==> src/rtl/pirq_router_pkg.sv <==
package pirq_router_pkg;

  localparam int PIRQ_NUM = 4;
  localparam int PIRQ_W   = 2;
  localparam int PIN_NUM  = 4;
  localparam int PIN_W    = 2;
  localparam int ROUTE_W  = 8;

  typedef struct packed {
    logic              clearMap;
    logic              scanEn;
    logic [PIRQ_W-1:0] scanIdx;
    logic              publish;
  } rtStrobe_t;

endpackage

==> src/rtl/pirq_router_ctrl.sv <==
module pirq_router_ctrl
  import pirq_router_pkg::*;
(
  input  logic       clk,
  input  logic       rstN,
  input  logic       routeHit,
  input  logic       pinValid,
  output rtStrobe_t  strb
);

  logic              scanning;
  logic [PIRQ_W-1:0] idx;
  logic              rerun;
  logic              lastIdx;
  logic              restart;

  assign lastIdx = scanning && (idx == PIRQ_W'(PIRQ_NUM - 1));
  assign restart = routeHit || (lastIdx && (rerun || pinValid));

  always_ff @(posedge clk or negedge rstN) begin
    if (!rstN) begin
      scanning <= 1'b0;
      idx      <= '0;
      rerun    <= 1'b0;
    end else if (restart) begin
      scanning <= 1'b1;
      idx      <= '0;
      rerun    <= 1'b0;
    end else if (scanning) begin
      idx <= idx + 1'b1;
      if (lastIdx) scanning <= 1'b0;
      if (pinValid) rerun <= 1'b1;
    end
  end

  always_comb begin
    strb.clearMap = restart;
    strb.scanEn   = scanning;
    strb.scanIdx  = idx;
    strb.publish  = !scanning;
  end

  // a route write always starts a fresh pass at line 0
  a_r10_restart: assert property (@(posedge clk) disable iff (!rstN)
    routeHit |=> (scanning && idx == '0));

  // an undisturbed pass advances one line per cycle
  a_r8_step: assert property (@(posedge clk) disable iff (!rstN)
    (scanning && !lastIdx && !routeHit) |=> (scanning && idx == PIRQ_W'($past(idx) + 1'b1)));

  // activity during a pass forces another pass
  a_r9_rerun: assert property (@(posedge clk) disable iff (!rstN)
    (lastIdx && pinValid) |=> (scanning && idx == '0));

endmodule

==> src/rtl/pirq_router_dp.sv <==
module pirq_router_dp
  import pirq_router_pkg::*;
#(
  parameter int SLOT_NUM   = 32,
  parameter int PIC_NUM    = 16,
  parameter logic [7:0] ROUTE_ADDR = 8'h60
) (
  input  logic                        clk,
  input  logic                        rstN,
  input  logic                        pinValid,
  input  logic [$clog2(SLOT_NUM)-1:0] pinSlot,
  input  logic [PIN_W-1:0]            pinIdx,
  input  logic                        pinLevel,
  input  logic                        cfgWrEn,
  input  logic [5:0]                  cfgDwAddr,
  input  logic [31:0]                 cfgData,
  input  logic [3:0]                  cfgBe,
  input  rtStrobe_t                   strb,
  output logic                        routeHit,
  output logic [PIC_NUM-1:0]          picReq
);

  localparam int SLOT_W = $clog2(SLOT_NUM);
  localparam int PIC_W  = $clog2(PIC_NUM);
  localparam int MAP_W  = PIC_NUM * PIRQ_NUM;

  logic [PIRQ_NUM-1:0][ROUTE_W-1:0] routeReg;
  logic [SLOT_NUM-1:0][PIN_NUM-1:0] pinStore;
  logic [PIRQ_NUM-1:0]              pirqLevel;
  logic [MAP_W-1:0]                 bitMap;
  logic [PIC_NUM-1:0]               picOr;
  logic                             evtPend;
  logic [PIRQ_W-1:0]                evtPirq;
  logic [SLOT_W:0]                  swzSum;
  logic [PIRQ_W-1:0]                selPirq;
  logic [ROUTE_W-1:0]               selRoute;
  logic                             selRouted;
  logic                             mapWr;
  logic [PIC_W+PIRQ_W-1:0]          mapBit;

  assign routeHit = cfgWrEn && (cfgDwAddr == ROUTE_ADDR[7:2]) && (|cfgBe);

  // route registers, one byte lane each
  for (genvar k = 0; k < PIRQ_NUM; k++) begin : g_route
    always_ff @(posedge clk or negedge rstN) begin
      if (!rstN)                       routeReg[k] <= 8'h80;
      else if (routeHit && cfgBe[k])   routeReg[k] <= cfgData[8*k +: 8];
    end
  end

  // pin level store
  always_ff @(posedge clk or negedge rstN) begin
    if (!rstN)          pinStore <= '0;
    else if (pinValid)  pinStore[pinSlot][pinIdx] <= pinLevel;
  end

  // shared line level: OR of every stored pin rotated onto it
  always_comb begin
    pirqLevel = '0;
    for (int s = 0; s < SLOT_NUM; s++) begin
      for (int i = 0; i < PIN_NUM; i++) begin
        pirqLevel[PIRQ_W'((s + i + PIRQ_NUM - 1) % PIRQ_NUM)] =
          pirqLevel[PIRQ_W'((s + i + PIRQ_NUM - 1) % PIRQ_NUM)] | pinStore[s][i];
      end
    end
  end

  // slot rotation of the incoming event (adding PIRQ_NUM-1 subtracts one)
  assign swzSum = {1'b0, pinSlot} + (SLOT_W+1)'(pinIdx) + (SLOT_W+1)'(PIRQ_NUM - 1);

  always_ff @(posedge clk or negedge rstN) begin
    if (!rstN) begin
      evtPend <= 1'b0;
      evtPirq <= '0;
    end else begin
      evtPend <= pinValid && strb.publish && !routeHit;
      evtPirq <= swzSum[PIRQ_W-1:0];
    end
  end

  // single write port into the level map
  assign selPirq   = strb.scanEn ? strb.scanIdx : evtPirq;
  assign selRoute  = routeReg[selPirq];
  assign selRouted = selRoute < ROUTE_W'(PIC_NUM);
  assign mapWr     = !strb.clearMap && (strb.scanEn || evtPend) && selRouted;
  assign mapBit    = {selRoute[PIC_W-1:0], selPirq};

  always_ff @(posedge clk or negedge rstN) begin
    if (!rstN)              bitMap <= '0;
    else if (strb.clearMap) bitMap <= '0;
    else if (mapWr)         bitMap[mapBit] <= pirqLevel[selPirq];
  end

  for (genvar g = 0; g < PIC_NUM; g++) begin : g_pic
    assign picOr[g] = |bitMap[g*PIRQ_NUM +: PIRQ_NUM];
  end

  always_ff @(posedge clk or negedge rstN) begin
    if (!rstN)             picReq <= '0;
    else if (strb.publish) picReq <= picOr;
  end

  // outputs frozen while a pass is in flight
  a_r8_hold: assert property (@(posedge clk) disable iff (!rstN)
    !strb.publish |=> $stable(picReq));

  // scanning an unrouted line leaves the map alone
  a_r4_unrouted: assert property (@(posedge clk) disable iff (!rstN)
    (strb.scanEn && !strb.clearMap && routeReg[strb.scanIdx] >= ROUTE_W'(PIC_NUM))
      |=> $stable(bitMap));

  // writes elsewhere do not touch routing
  a_r3_ignore: assert property (@(posedge clk) disable iff (!rstN)
    (cfgWrEn && !routeHit) |=> $stable(routeReg));

  // an empty map publishes no request
  a_r5_empty: assert property (@(posedge clk) disable iff (!rstN)
    (strb.publish && bitMap == '0) |=> (picReq == '0));

endmodule

==> src/rtl/pirq_router.sv <==
module pirq_router
  import pirq_router_pkg::*;
#(
  parameter int SLOT_NUM = 32,
  parameter int PIC_NUM  = 16,
  parameter logic [7:0] ROUTE_ADDR = 8'h60
) (
  input  logic                        clk,
  input  logic                        rstN,
  input  logic                        pinValid,
  input  logic [$clog2(SLOT_NUM)-1:0] pinSlot,
  input  logic [1:0]                  pinIdx,
  input  logic                        pinLevel,
  input  logic                        cfgWrEn,
  input  logic [5:0]                  cfgDwAddr,
  input  logic [31:0]                 cfgData,
  input  logic [3:0]                  cfgBe,
  output logic [PIC_NUM-1:0]          picReq
);

  rtStrobe_t strb;
  logic      routeHit;

  pirq_router_ctrl ctrl_i (
    .clk      (clk),
    .rstN     (rstN),
    .routeHit (routeHit),
    .pinValid (pinValid),
    .strb     (strb)
  );

  pirq_router_dp #(
    .SLOT_NUM   (SLOT_NUM),
    .PIC_NUM    (PIC_NUM),
    .ROUTE_ADDR (ROUTE_ADDR)
  ) dp_i (
    .clk       (clk),
    .rstN      (rstN),
    .pinValid  (pinValid),
    .pinSlot   (pinSlot),
    .pinIdx    (pinIdx),
    .pinLevel  (pinLevel),
    .cfgWrEn   (cfgWrEn),
    .cfgDwAddr (cfgDwAddr),
    .cfgData   (cfgData),
    .cfgBe     (cfgBe),
    .strb      (strb),
    .routeHit  (routeHit),
    .picReq    (picReq)
  );

endmodule

==> config.mk <==
export PLATFORM = sky130hd
export DESIGN_NAME = pirq_router
export DESIGN_NICKNAME = d
export VERILOG_FILES = /design/src/rtl/pirq_router_pkg.sv /design/src/rtl/pirq_router_ctrl.sv /design/src/rtl/pirq_router_dp.sv /design/src/rtl/pirq_router.sv
export SDC_FILE = /design/constraint.sdc
export NUM_CORES = 1
export LEC_CHECK = 0
export BUFFER_PORTS_ARGS = -buffer_cell sky130_fd_sc_hd__buf_2
export CORE_AREA = 2 2 125 127
export CTS_BUF_LIST = sky130_fd_sc_hd__clkbuf_8
export DETAILED_ROUTE_END_ITERATION = 7
export DIE_AREA = 0 0 127 129
export PLACE_DENSITY = 0.75
export SLEW_MARGIN = 10
export SYNTH_ARGS = -nofsm -noshare
export SYNTH_HDL_FRONTEND = slang
export SYNTH_SLANG_ARGS = --single-unit
==> constraint.sdc <==
create_clock -name clk -period 3.36 [get_ports clk]
set_clock_uncertainty 0.05 [all_clocks]
set_input_delay 0.504 -clock clk [delete_from_list [all_inputs] [get_ports clk]]
set_output_delay 0.504 -clock clk [all_outputs]
set_load 0.01 [all_outputs]
* Word level (Yosys, flattened, before mapping)
Index checks and enable logic that the tools add are counted.
Storage, ports and cells: output and inout bits 16, flip-flop bits (word level) 247, input bits 54
Cells by class: equality and inequality tests 2, $add $sub $neg 3, magnitude comparators 8, bitwise gates (word level) 62, reduce and logical (&&, ||, !) cells 42, muxes and demuxes 23
Operators by type and width (number):
- bitwise mux 128 bit | 1
- 2-to-1 mux 64 bit | 2
- OR reduction 4 bit | 17
- bitwise mux 64 bit | 1
- bitwise OR 1 bit | 62
- demux 4 bit (select 5 bit) | 1
- binary-select mux 8 bit (select 2 bit) | 1
- logical AND 1 bit | 15
- 2-to-1 mux 1 bit | 9
- < comparator 8 x 5 -> 1 bit (second input constant) | 1
- 2-to-1 mux 8 bit | 1
- < comparator 6 x 7 -> 1 bit (second input constant) | 1
- demux 1 bit (select 6 bit) | 1
- == test 6 x 5 -> 1 bit (second input constant) | 1
- greater-or-equal comparator 6 x 1 -> 1 bit (second input constant) | 1
- < comparator 2 x 3 -> 1 bit (second input constant) | 2
- < comparator 5 x 6 -> 1 bit (second input constant) | 1
- 2-to-1 mux 2 bit | 3
- nonzero test 2 bit | 3
- greater-or-equal comparator 5 x 1 -> 1 bit (second input constant) | 1
- 2-to-1 mux 4 bit | 1
- logical NOT 1 bit | 3
- logical OR 1 bit | 3
- adder 2 x 1 -> 2 bit (second input constant) | 1
- other kinds (7) | 7

* Depth between registers and ports, before layout
Gate-level depths: netlist of the first run.
depth after elaboration 36, mapped depth 9, depth with buffers taken out 6

* Hierarchy
A second synthesis of the first run with hierarchy kept.
Unflattened totals: cell total of the unflattened synthesis 728, area, all modules 8499.4 sq um
Modules (own cells, without submodules):
- pirq_router_dp | cells an instance 709, area an instance 8290.5 sq um, sequential area each 4484.3 sq um, instances 1
- pirq_router_ctrl | cells an instance 19, area an instance 209.0 sq um, sequential area each 100.1 sq um, instances 1

* Worst setup path before layout of the first run
Ideal clock, no wire load.
path kind reg2reg, start point register ctrl_i.scanning, end point register dp_i.bitMap[40], setup time 128 ps, cell stages (with the launch flop) 9, buffers on the path 3, setup slack 882 ps, required time 3182 ps, data arrival time 2300 ps, cells stage by stage dfrtp_1 -> buf_6 -> mux2i_2 -> buf_2 -> mux2_2 -> or4b_1 -> buf_2 -> o211ai_2 -> o31ai_2
Between the ends: longest elaborated chain between the ends 10, elaborated cells between the ends (all ways) 22, those cells by class order compare: 3; mux: 10; reduce/logical: 9
Ends and longest elaborated chain:
- from (decl) | line pirq_router_ctrl.sv:11 | logic scanning;
- from (signal assigned) | line pirq_router_ctrl.sv:22 | scanning <= 1'b0;
- from (signal assigned) | line pirq_router_ctrl.sv:26 | scanning <= 1'b1;
- from (signal assigned) | line pirq_router_ctrl.sv:31 | if (lastIdx) scanning <= 1'b0;
- 2-to-1 mux 2 bit | line pirq_router_dp.sv:82 | assign selPirq = strb.scanEn ? strb.scanIdx : evtPirq;
- binary-select mux 8 bit (select 2 bit) | line pirq_router_dp.sv:83 | assign selRoute = routeReg[selPirq];
- 2-to-1 mux 8 bit (not written as such) | line pirq_router_dp.sv:83
- < comparator 6 x 7 -> 1 bit (not written as such) / greater-or-equal comparator 6 x 1 -> 1 bit (equally long branches) | line pirq_router_dp.sv:91 | else if (mapWr) bitMap[mapBit] <= pirqLevel[selPirq];
- logical AND 1 bit (not written as such) | line pirq_router_dp.sv:91
- 2-to-1 mux 1 bit (not written as such) | line pirq_router_dp.sv:91
- demux 1 bit (select 6 bit)
- bitwise mux 64 bit | line pirq_router_dp.sv:91
- 2-to-1 mux 64 bit | line pirq_router_dp.sv:91
- 2-to-1 mux 64 bit | line pirq_router_dp.sv:90 | else if (strb.clearMap) bitMap <= '0;
- to (signal, indexed assignment) | line pirq_router_dp.sv:91
- to (decl) | line pirq_router_dp.sv:30 | logic [MAP_W-1:0] bitMap;
Several ways; a longest one is shown, not always the timed one. The select of a mux whose other input is x is not followed. A chain may end at the register's enable or synchronous reset.

* Worst setup path after layout of the first run
start point register ctrl_i.scanning, end point register dp_i.bitMap[45]
Same word-level chain as after synthesis.

==> impl_results.md, run 1 <==
- Status: complete, no violations
- Commonest non-fill, non-tap cells in the layout: dfrtp_1, nand2_1, mux2_2
- H-tree levels: 4
- DRC: 0
- IO Port Bufs: 69
- Final TNS setup: 0 ns
- Cell Pwr Density: 551 nW/um2
- Initial Util: 54.3%
- ANT cells: 0
- CTS tree: done
- Max Freq: 323 MHz
- Hold Violations, Final: 0
- Cts hold-fix bufs: 0
- Die width: 127 um
- EDFF count, synth: 0
- Mapped Area: 8130 um2
- Number of global-route vias before repair: 5792
- Sequential share of the synthesized area: 56.4%
- Proportion of layout cells with a drive suffix above 1: 30.2%
- Net Switching: 1.51 mW
- Root buffer cell: clkbuf_8
- Die Ht: 129 um
- DR iter-0 viols: 476
- Comb pwr share: 19.9%
- Slew @ Worst Pin: 0.962 ns
- IO Pins: 70
- CP required: 3.66 ns
- Filler cells: 1178
- Commonest non-fill, non-tap cell in the layout: dfrtp_1
- Antenna Nets Post-Route: 0
- #FFs+latches synth: 183
- Num CTS Buffers: 17
- Total internal power: 3.49 mW
- Warnings, synthesis: 0
- Gr usage total: 22.9%
- Clk_lat worst skew: 0.47 ns
- Post-Synthesis Cells: 704
- Drt first pass iters: 5
- Post-CTS Setup Repair Bufs: 0
- Via density: 5.90
- GPL Wtd Cong: 0.826
- Maxcap violations: 0
- Worst min path class: in2async
- Mean post-synth cell area: 11.5 um2
- Post-synth cell types: 47
- P&R area growth vs syn: 11.5%
- Detailed-route wire length per cell: 18.3 um
- Post-CTS Resized: 0
- Post-Syn Nets: 760
- GRT overflow: 0
- Crit end category: flip-flop
- Worst setup margin: 0.261 ns
- Switching fraction of total power: 30.2%
- Worst EP arrival: 3.40 ns
- VDD IR max: 0.285 mV
- Initial antenna violation count: 0
- Routed WL: 17700 um
- Slew Limit Headroom: 35.8%
- Place WS: 0.269 ns
- Unrepaired setup endpoints after global routing: no
- FP Rows: 45
- Crit start category: flip-flop
- Worst-case clock buffer depth: 2
- # nets final: 825
- Setup violators final: 0
- Setup Crit Path Kind: reg2reg
- CTS Sinks: 183
- Placed wire-length estimate: 12000 um
- Reg clk slew, reported paths: 0.09 ns
- Core area: 15000 um2
- Leakage power: 4.43 nW
- Fin crit share: 92.2%
- Post-Route Utilization: 60.5%
- Top_reg_cell synth: dfrtp_1
- Async S/R FF share, synth: 100%
- Tmin final: 3.10 ns
- CP Max Fanout: 15
- Die footprint: 16400 um2
- Final Max Slew Viols: 0
- Reg power frac: 50.7%
- Clk pwr share: 29.4%
- Via count: 5726
- First-pass GRT wire length: 29200 um
- Largest net degree at the start of global routing: 86
==> cell usage after synthesis, types with 3 or more instances <==
cell,n,area (um2)
dfstp_2,4,105
mux2i_1,29,290
clkbuf_1,28,105
and3_1,6,37.5
buf_2,5,25.0
o211ai_2,4,50.1
a21oi_1,29,145
nand3_1,9,45.0
o31ai_2,4,50.1
nor3b_1,3,22.5
mux2i_2,3,41.3
o211ai_1,8,60.1
o21ai_0,21,105
or3b_2,3,26.3
inv_1,8,30.0
nand4_1,8,50.1
nor4_1,36,225
nor2_1,44,165
or3_1,4,25.0
mux2_2,98,1100
o31ai_1,8,60.1
nor3_1,8,40.0
nand3b_1,4,30.0
o211a_1,4,40.0
dfrtp_1,179,4480
nand2_1,116,435
==> power by group through the flow <==
stage / Combinational (mW) / Clock (mW) / Sequential [mW]
detailed placement: 1.00 / 0 / 2.58
global placement: 0.963 / 0 / 2.56
finish: 0.996 / 1.47 / 2.53
global route: 1.10 / 1.58 / 2.56
floorplan: 0.708 / 0 / 2.53
CTS: 1.00 / 1.49 / 2.53
==> state kept, by name, summed over array words and instances, names as in the netlist <==
name and count:
dp_i.evtPirq 2, dp_i.picReq 16, ctrl_i.scanning 1, ctrl_i.idx 2, dp_i.pinStore 64, dp_i.bitMap 64, dp_i.routeReg 32, ctrl_i.rerun 1
dp_i.evtPend 1
==> metrics by stage <==
step           power, mW  cells  instance area, um2  hold WS (ns)
5_1_grt             5.24    970                9060        0.0735
4_1_cts             5.02    970                9060        0.0473
3_5_place_dp        3.58    938                8680         0.419
3_3_place_gp        3.52    938                8680         0.411
2_1_floorplan       3.24    704                8130         0.158
6_report            5.00    970                9060        0.0195
==> worst paths after layout <==
kind	startpoint	to	slack [ns]	cells past startpoint
max reg2reg	ctrl_i.scanning	dp_i.bitMap[45]	0.26	6
max	ctrl_i.scanning	dp_i.bitMap[45]	0.26	6
min	rstN	dp_i.picReq[14]	0.02	1
min in group clk	cfgData[0]	dp_i.routeReg[0]	0.21	2
max in group asynchronous	rstN	dp_i.pinStore[11]	2.24	2
min reg2reg	dp_i.picReq[8]	dp_i.picReq[8]	0.44	2
==> metal layers <==
| layer | track usage (%) | vias up | wire length [um] |
|---|---|---|---|
| met2 | 36.2 | 184 | 8610 |
| met5 | 0 | - | 0 |
| met3 | 4.41 | 37 | 896 |
| met4 | 9.83 | 0 | 365 |
| met1 | 31.5 | 2872 | 7860 |
| li1 | - | 2633 | - |
==> critical path, cell delays in order (launching register included) <==
cell and delay [ns]:
dfrtp_1 0.74, mux2i_2 0.53, o21ai_0 0.25, o22a_4 0.30
or4b_1 0.76, o211ai_2 0.25, o31ai_2 0.09
==> cell type report <==
| type | count | area, um2 | area share, % |
|---|---|---|---|
| Clock inverter | 12 | 111 | 1.23 |
| Multi-Input combinational cell | 477 | 3360 | 37.1 |
| Clock buffer | 20 | 275 | 3.04 |
| Inverter | 8 | 30.0 | 0.331 |
| Tap cell | 188 | 235 | 2.60 |
| Timing Repair Buffer | 82 | 462 | 5.09 |
| Sequential cell | 183 | 4580 | 50.6 |
==> kinds of logic after synthesis <==
| kind of cell | count (synthesis) | share of synthesized area (%) |
|---|---|---|
| AO/OA/AOI/OAI | 81 | 6.73 |
| XOR/XNOR | 2 | 0.216 |
| adder cells (fa/ha/maj) | 2 | 0.308 |
| buffers and inverters | 44 | 2.29 |
| flip-flops | 183 | 56.4 |
| multiplexers | 132 | 18.1 |
| AND/OR/NAND/NOR | 260 | 15.9 |
No activity file was read; power rests on OpenSTA's default activity.
==> inputs of run 2 (changes only) <==
- CORE_AREA: 2 2 125 127 -> 2 2 152 110
- CTS_CLUSTER_SIZE: not set -> 24
- DIE_AREA: 0 0 127 129 -> 0 0 154 112
- SYNTH_HIERARCHICAL: not set -> 1
==> run 2 against run 1 <==
- register-to-register slack better by 0.26 ns
- combinational power rose by 38%
- first-iteration DRC count increased by 35%
- sequential share of layout area down 2.0 points
- total power rose by 18%
- critical endpoint is now dp_i/bitMap[44]
- synthesized cell count up 3.4%
- synthesized area increased by 4.6%
- clock-buffer cell count is 2 higher
- hold slack got worse by 0.010 ns
- global-route usage up 1.1 points
==> impl_results.md, run 2 <==
- ANT cells: 0 (unchanged)
- Via count: 5964 (+4.2%)
- Core area: 15900 um2 (+5.9%)
- Cts hold-fix bufs: 0 (unchanged)
- Largest net degree at the start of global routing: 72 (-16%)
- Fin crit share: 84.5% (-7.7 points)
- Register-to-register setup slack: 0.52 ns (+0.26 ns)
- Detail Route met2 WL: 9020 um (+4.8%)
- IO Pins: 70 (unchanged)
- Drt first pass iters: 5 (unchanged)
- Post-synth top cells: dfrtp_1, mux2_2, nor2_1
- CP peak stage delay: 0.74 ns (-0.02 ns)
- Post-Syn Nets: 784 (+3.2%)
- IO Port Bufs: 69 (unchanged)
- Mean post-synth cell area: 11.7 um2 (+1.1%)
- Slew @ Worst Pin: 0.924 ns (-0.0384 ns)
- Gr usage total: 24.1% (+1.1 points)
- Antenna Nets Post-Route: 0 (unchanged)
- Tmin final: 2.84 ns (-0.258 ns)
- First-pass GRT wire length: 32300 um (+10%)
- Die width: 154 um (+21%)
- Top cells by area, synth: dfrtp_1, mux2_2, mux2i_1
- Commonest non-fill, non-tap cells in the layout: dfrtp_1, mux2_2, buf_2
- Post-CTS Resized: 0 (unchanged)
- Worst path cell trace: mux2_4, mux2i_1, mux2_2, o211ai_1, mux2i_1
- # nets final: 838 (+1.6%)
- Setup Crit Path Kind: reg2reg
- Unrepaired setup endpoints after global routing: no
- CTS tree: done
- Final Max Slew Viols: 0 (unchanged)
- H-tree levels: 4 (unchanged)
- Routed WL: 19700 um (+11%)
- CTS Sinks: 183 (unchanged)
- Status: complete, no violations
- Setup violators final: 0 (unchanged)
- Via density: 5.96 (+1.0%)
- Hold_ws: 0.00915 ns (-0.0104 ns)
- Worst min path class: in2async
- Count leader, synth: dfrtp_1
- Commonest non-fill, non-tap cell in the layout: dfrtp_1
- Mapped Area: 8500 um2 (+4.6%)
- #FFs+latches synth: 183 (unchanged)
- Initial antenna violation count: 0 (unchanged)
- Die Ht: 112 um (-13%)
- Sequential share of the synthesized area: 53.9% (-2.5 points)
- CP Max Fanout: 32 (+17)
- Crit start category: flip-flop
- Synth area leader: dfrtp_1
- Initial Util: 53.6% (-0.67 points)
- Root buffer cell: clkbuf_8
- Proportion of layout cells with a drive suffix above 1: 30.1% (-0.12 points)
- GRT overflow: 0 (unchanged)
- VDD IR max: 0.253 mV (-11%)
- Worst setup margin: 0.520 ns (+0.258 ns)
- Maxcap violations: 0 (unchanged)
- FP Rows: 39 (-13%)
- Top sig layer: met4
- Top_reg_cell synth: dfrtp_1
- EDFF count, synth: 0 (unchanged)
- Die footprint: 17200 um2 (+5.3%)
- DR iter-0 viols: 643 (+35%)
- Largest regs: dp_i/bitMap: 64 flops, dp_i/pinStore: 64 flops, dp_i/routeReg: 32 flops
- Reg clk slew, reported paths: 0.09 ns (about the same)
- Clk_lat worst skew: 0.46 ns (about the same)
- Crit end category: flip-flop
- Num CTS Buffers: 17 (unchanged)
- Leakage power: 4.20 nW (-5.2%)
- Number of global-route vias before repair: 6205 (+7.1%)
- Hold Violations, Final: 0 (unchanged)
- Placed wire-length estimate: 13700 um (+14%)
- Final TNS setup: 0 ns (unchanged)
- Async S/R FF share, synth: 100% (unchanged)
- Worst-case clock buffer depth: 2 (unchanged)
- Worst EP arrival: 3.11 ns (-0.29 ns)
- Slew Limit Headroom: 38.4% (+2.6 points)
- Yosys top cell area share: 52.7% (-2.4 points)
- CP max-delay cell: mux2_2
- Cell Pwr Density: 626 nW/um2 (+14%)
- P&R area growth vs syn: 11.1%
- Detailed-route wire length per cell: 19.7 um (+7.7%)
- CP required: 3.63 ns (-0.03 ns)
- GPL Wtd Cong: 0.813 (-1.6%)
- Warnings, synthesis: 6 (+6)
- DRC: 0 (unchanged)
- Place WS: 0.598 ns (+0.329 ns)
- Post-Synthesis Cells: 728 (+3.4%)
- Filler cells: 1220 (+3.6%)
- Met3 WL: 1270 um (+42%)
- Wl on met1: 9190 um (+17%)
- Max Freq: 352 MHz (+9.1%)
- CP most frequent cell: mux2i_1
- Post-synth cell types: 55 (+17%)
- Tot Pwr: 5.91 mW (+18%)
- Post-CTS Setup Repair Bufs: 0 (unchanged)
[run 2: kinds of logic after synthesis]
| logic type | count (synthesis) | share of synthesized area (%) |
|---|---|---|
| and+or+nand+nor | 226 | 14.1 |
| DFF | 183 | 53.9 |
| AOI/OAI and AO/OA | 93 | 9.22 |
| muxes | 138 | 18.1 |
| adders and majority gates | 2 | 0.294 |
| buffers and inverters | 84 | 4.11 |
| xor gates and xnor gates | 2 | 0.206 |
[run 2: worst max-delay path, delay by kind of cell (launching register included)]
| family | cells | cell delay (ns) |
|---|---|---|
| AO/OA/AOI/OAI | 1 | 0.24 |
| flip-flops | 1 | 0.64 |
| multiplexers | 4 | 1.75 |
[run 2: worst paths after layout]
check | start | end | cells after the start
worst max-delay path | ctrl_i/scanning | dp_i/bitMap[44] | 5
min in group clk | cfgData[23] | dp_i/routeReg[23] | 2
worst max register to register | ctrl_i/scanning | dp_i/bitMap[44] | 5
max in group asynchronous | rstN | dp_i/pinStore[8] | 2
worst min register to register | dp_i/pinStore[37] | dp_i/pinStore[37] | 1
worst min-delay path | rstN | dp_i/routeReg[26] | 1
[run 2: metrics by stage]
stage	instance area (um2)	instances	utilization [%]
finish	9440	1000	59.5
global route	9440	1000	59.5
CTS	9440	1000	59.5
detailed placement	9010	968	56.8
global placement	9010	968	56.8
floorplan	8500	728	-
[run 2: power by group]
| part | switching (mW) | leakage, nW | internal [mW] |
|---|---|---|---|
| Combinational | 0.826 | 1.65 | 0.548 |
| Clock | 0.746 | 0.225 | 0.825 |
| Sequential | 0.297 | 2.33 | 2.67 |
| Total | 1.87 | 4.20 | 4.04 |
[run 2: layer usage]
| layer | global-route usage (%) | up-vias |
|---|---|---|
| li1 | - | 2718 |
| met1 | 35.0 | 3030 |
| met2 | 36.6 | 199 |
| met3 | 5.80 | 17 |
| met4 | 6.29 | 0 |
| met5 | 0 | - |
[run 2: layout make-up]
class	count	area (um2)	area share, %
sequential	183	4580	48.6
clock inverter	10	126	1.34
inverter	40	150	1.59
clock buffer	22	303	3.21
tap	205	256	2.72
multi-input combinational	461	3580	37.9
timing repair buffer	79	439	4.65
==> inputs of run 3 (changes only) <==
- clock period: 3.36 -> 2.9 ns (I/O delays scaled with it)
==> run 3 against run 2 <==
- sequential power is 15% higher
- worst setup slack lost 0.35 ns
- global-route usage down 0.62 points
- maximum frequency rose by 4.2%
- largest power group unchanged
- via count shrank 0.25%
- clock power is 12% higher
- highest routed layer unchanged
- critical endpoint is now dp_i/bitMap[32]
- flip-flop and latch count did not move
- non-clock buffer count is 3 higher
- final cell count rose by 0.30%
==> impl_results.md, run 3 (same netlist as run 2, synthesis figures left out) <==
- Hold Violations, Final: 0 (unchanged)
- Die Ht: 112 um (unchanged)
- Post-Route Utilization: 59.7% (+0.15 points)
- P&R area growth vs syn: 11.3%
- Reg clk slew, reported paths: 0.09 ns (about the same)
- Sum of buffers and inverters on the critical path: 0 (unchanged)
- CTS tree: done
- Worst path top cell family by delay: multiplexers
- CP Max Fanout: 14 (-56%)
- Tmin final: 2.73 ns (-0.115 ns)
- Number of global-route vias before repair: 6018 (-3.0%)
- Cell Area, Placed: 9040 um2 (+0.31%)
- Slew @ Worst Pin: 0.977 ns (+0.0534 ns)
- CTS Sinks: 183 (unchanged)
- # nets final: 841 (+0.36%)
- Gr usage total: 23.4% (-0.62 points)
- IO Pins: 70 (unchanged)
- CP required: 3.23 ns (-0.40 ns)
- GRT overflow: 0 (unchanged)
- Worst path cell trace: mux2_4, mux2i_4, or3b_1, a211oi_2, mux2i_1
- Proportion of layout cells with a drive suffix above 1: 30.1% (about the same)
- Via density: 5.93 (-0.55%)
- Drt first pass iters: 6 (+1)
- H-tree levels: 4 (unchanged)
- Status: complete, no violations
- DR iter-0 viols: 571 (-11%)
- Detailed-route wire length per cell: 18.9 um (-4.1%)
- Crit start category: flip-flop
- VDD IR max: 0.314 mV (+24%)
- Filler cells: 1225 (+0.41%)
- Die footprint: 17200 um2 (unchanged)
- Setup Crit Path Kind: reg2reg
- Worst setup margin: 0.175 ns (-0.345 ns)
- Place WS: 0.147 ns (-0.451 ns)
- Worst min path class: in2reg
- Hold path endpoint: dp_i/routeReg[25]
- Via count: 5949 (-0.25%)
- Reg2reg end: dp_i/bitMap[32]
- Commonest non-fill, non-tap cells in the layout: dfrtp_1, mux2_2, buf_2
- Largest net degree at the start of global routing: 85 (+18%)
- Clk_lat worst skew: 0.46 ns (about the same)
- FP Rows: 39 (unchanged)
- CP max-delay cell: dfrtp_1
- Worst EP arrival: 3.06 ns (-0.05 ns)
- Post-route cell area: 9460 um2 (+0.25%)
- Unrepaired setup endpoints after global routing: no
- DRC: 0 (unchanged)
- Cell Pwr Density: 714 nW/um2 (+14%)
- Root buffer cell: clkbuf_8
- Die width: 154 um (unchanged)
- Initial Util: 53.6% (unchanged)
- Final Max Slew Viols: 0 (unchanged)
- Leakage power: 4.22 nW (+0.53%)
- Post-CTS Setup Repair Bufs: 0 (unchanged)
- Num CTS Buffers: 17 (unchanged)
- Slew Limit Headroom: 34.9% (-3.6 points)
- Commonest non-fill, non-tap cell in the layout: dfrtp_1
- CP peak stage delay: 0.65 ns (-0.09 ns)
- ANT cells: 0 (unchanged)
- Reg2reg start: ctrl_i/scanning
- Register-to-register setup slack: 0.17 ns (-0.35 ns)
- First-pass GRT wire length: 31400 um (-2.7%)
- Max Freq: 367 MHz (+4.2%)
- Antenna Nets Post-Route: 0 (unchanged)
- Crit end category: flip-flop
- Initial antenna violation count: 0 (unchanged)
- Min-delay src: cfgData[25]
- R2R cell count: 5 (unchanged)
- Placed wire-length estimate: 13200 um (-3.6%)
- Worst-case clock buffer depth: 2 (unchanged)
- Largest regs: dp_i/bitMap: 64 flops, dp_i/pinStore: 64 flops, dp_i/routeReg: 32 flops
- GPL Wtd Cong: 0.812 (-0.15%)
- Maxcap violations: 0 (unchanged)
- Final TNS setup: 0 ns (unchanged)
- Fin crit share: 94.0% (+9.5 points)
- IO Port Bufs: 69 (unchanged)
- Routed WL: 18900 um (-3.8%)
- WHS Path Cells: 2
- Core area: 15900 um2 (unchanged)
- Setup violators final: 0 (unchanged)
- Worst Setup SP: ctrl_i/scanning
[run 3: changes by cell type in the layout (fill, tap and decap cells not counted)]
cell	before	now
clkinvlp_4	2	1
inv_1	43	44
buf_4	9	10
mux2_4	1	2
clkinv_4	0	1
clkinv_2	2	3
mux2_2	91	90
dlygate4sd3_1	0	1
buf_12	1	2
clkbuf_8	22	20
[run 3: power breakdown]
group / switching (mW) / internal, mW / leakage, nW
logic: 0.923 / 0.648 / 1.67
registers: 0.337 / 3.09 / 2.33
clock network: 0.852 / 0.906 / 0.224
total: 2.11 / 4.65 / 4.22
[run 3: final cells by class]
class                      instances  area [um2]  area share (%)
multi-input combinational        461        3580            37.9
timing repair buffer              82         477            5.04
clock buffer                      20         275            2.91
inverter                          40         150            1.59
clock inverter                    12         136            1.44
tap                              205         256            2.71
sequential                       183        4580            48.4
[run 3: layer usage]
layer	GRT usage, %	vias to the layer above	part of all wire, %
met5	0	-	0
met4	5.55	0	0.57
met3	6.03	12	6.3
met2	33.7	185	43
met1	35.8	3028	50
li1	-	2724	-
[run 3: worst max-delay path by stage]
| stage | to | slack [ns] | depth (start not counted) |
|---|---|---|---|
| floorplan | dp_i/bitMap[10] | 0.31 | 10 |
| global placement | dp_i/bitMap[44] | 0.20 | 5 |
| detailed placement | dp_i/bitMap[44] | 0.15 | 5 |
| CTS | dp_i/bitMap[44] | 0.13 | 5 |
| global route | dp_i/bitMap[34] | 0.06 | 5 |
| finish | dp_i/bitMap[32] | 0.17 | 5 |
[run 3: metrics by stage]
step / hold WS [ns] / cells / power (mW)
4_1_cts: 0.122 / 1003 / 6.81
6_report: 0.155 / 1003 / 6.76
3_3_place_gp: 0.399 / 970 / 4.92
2_1_floorplan: 0.0894 / 728 / 4.49
5_1_grt: 0.114 / 1003 / 7.16
3_5_place_dp: 0.416 / 970 / 5.04
[run 3: what timing repair did]
action / CTS / global route
hold endpoints to repair: 62 / 0
setup endpoints to repair: 0 / 2
hold buffers: 1 / 0
gates resized for setup: 0 / 1
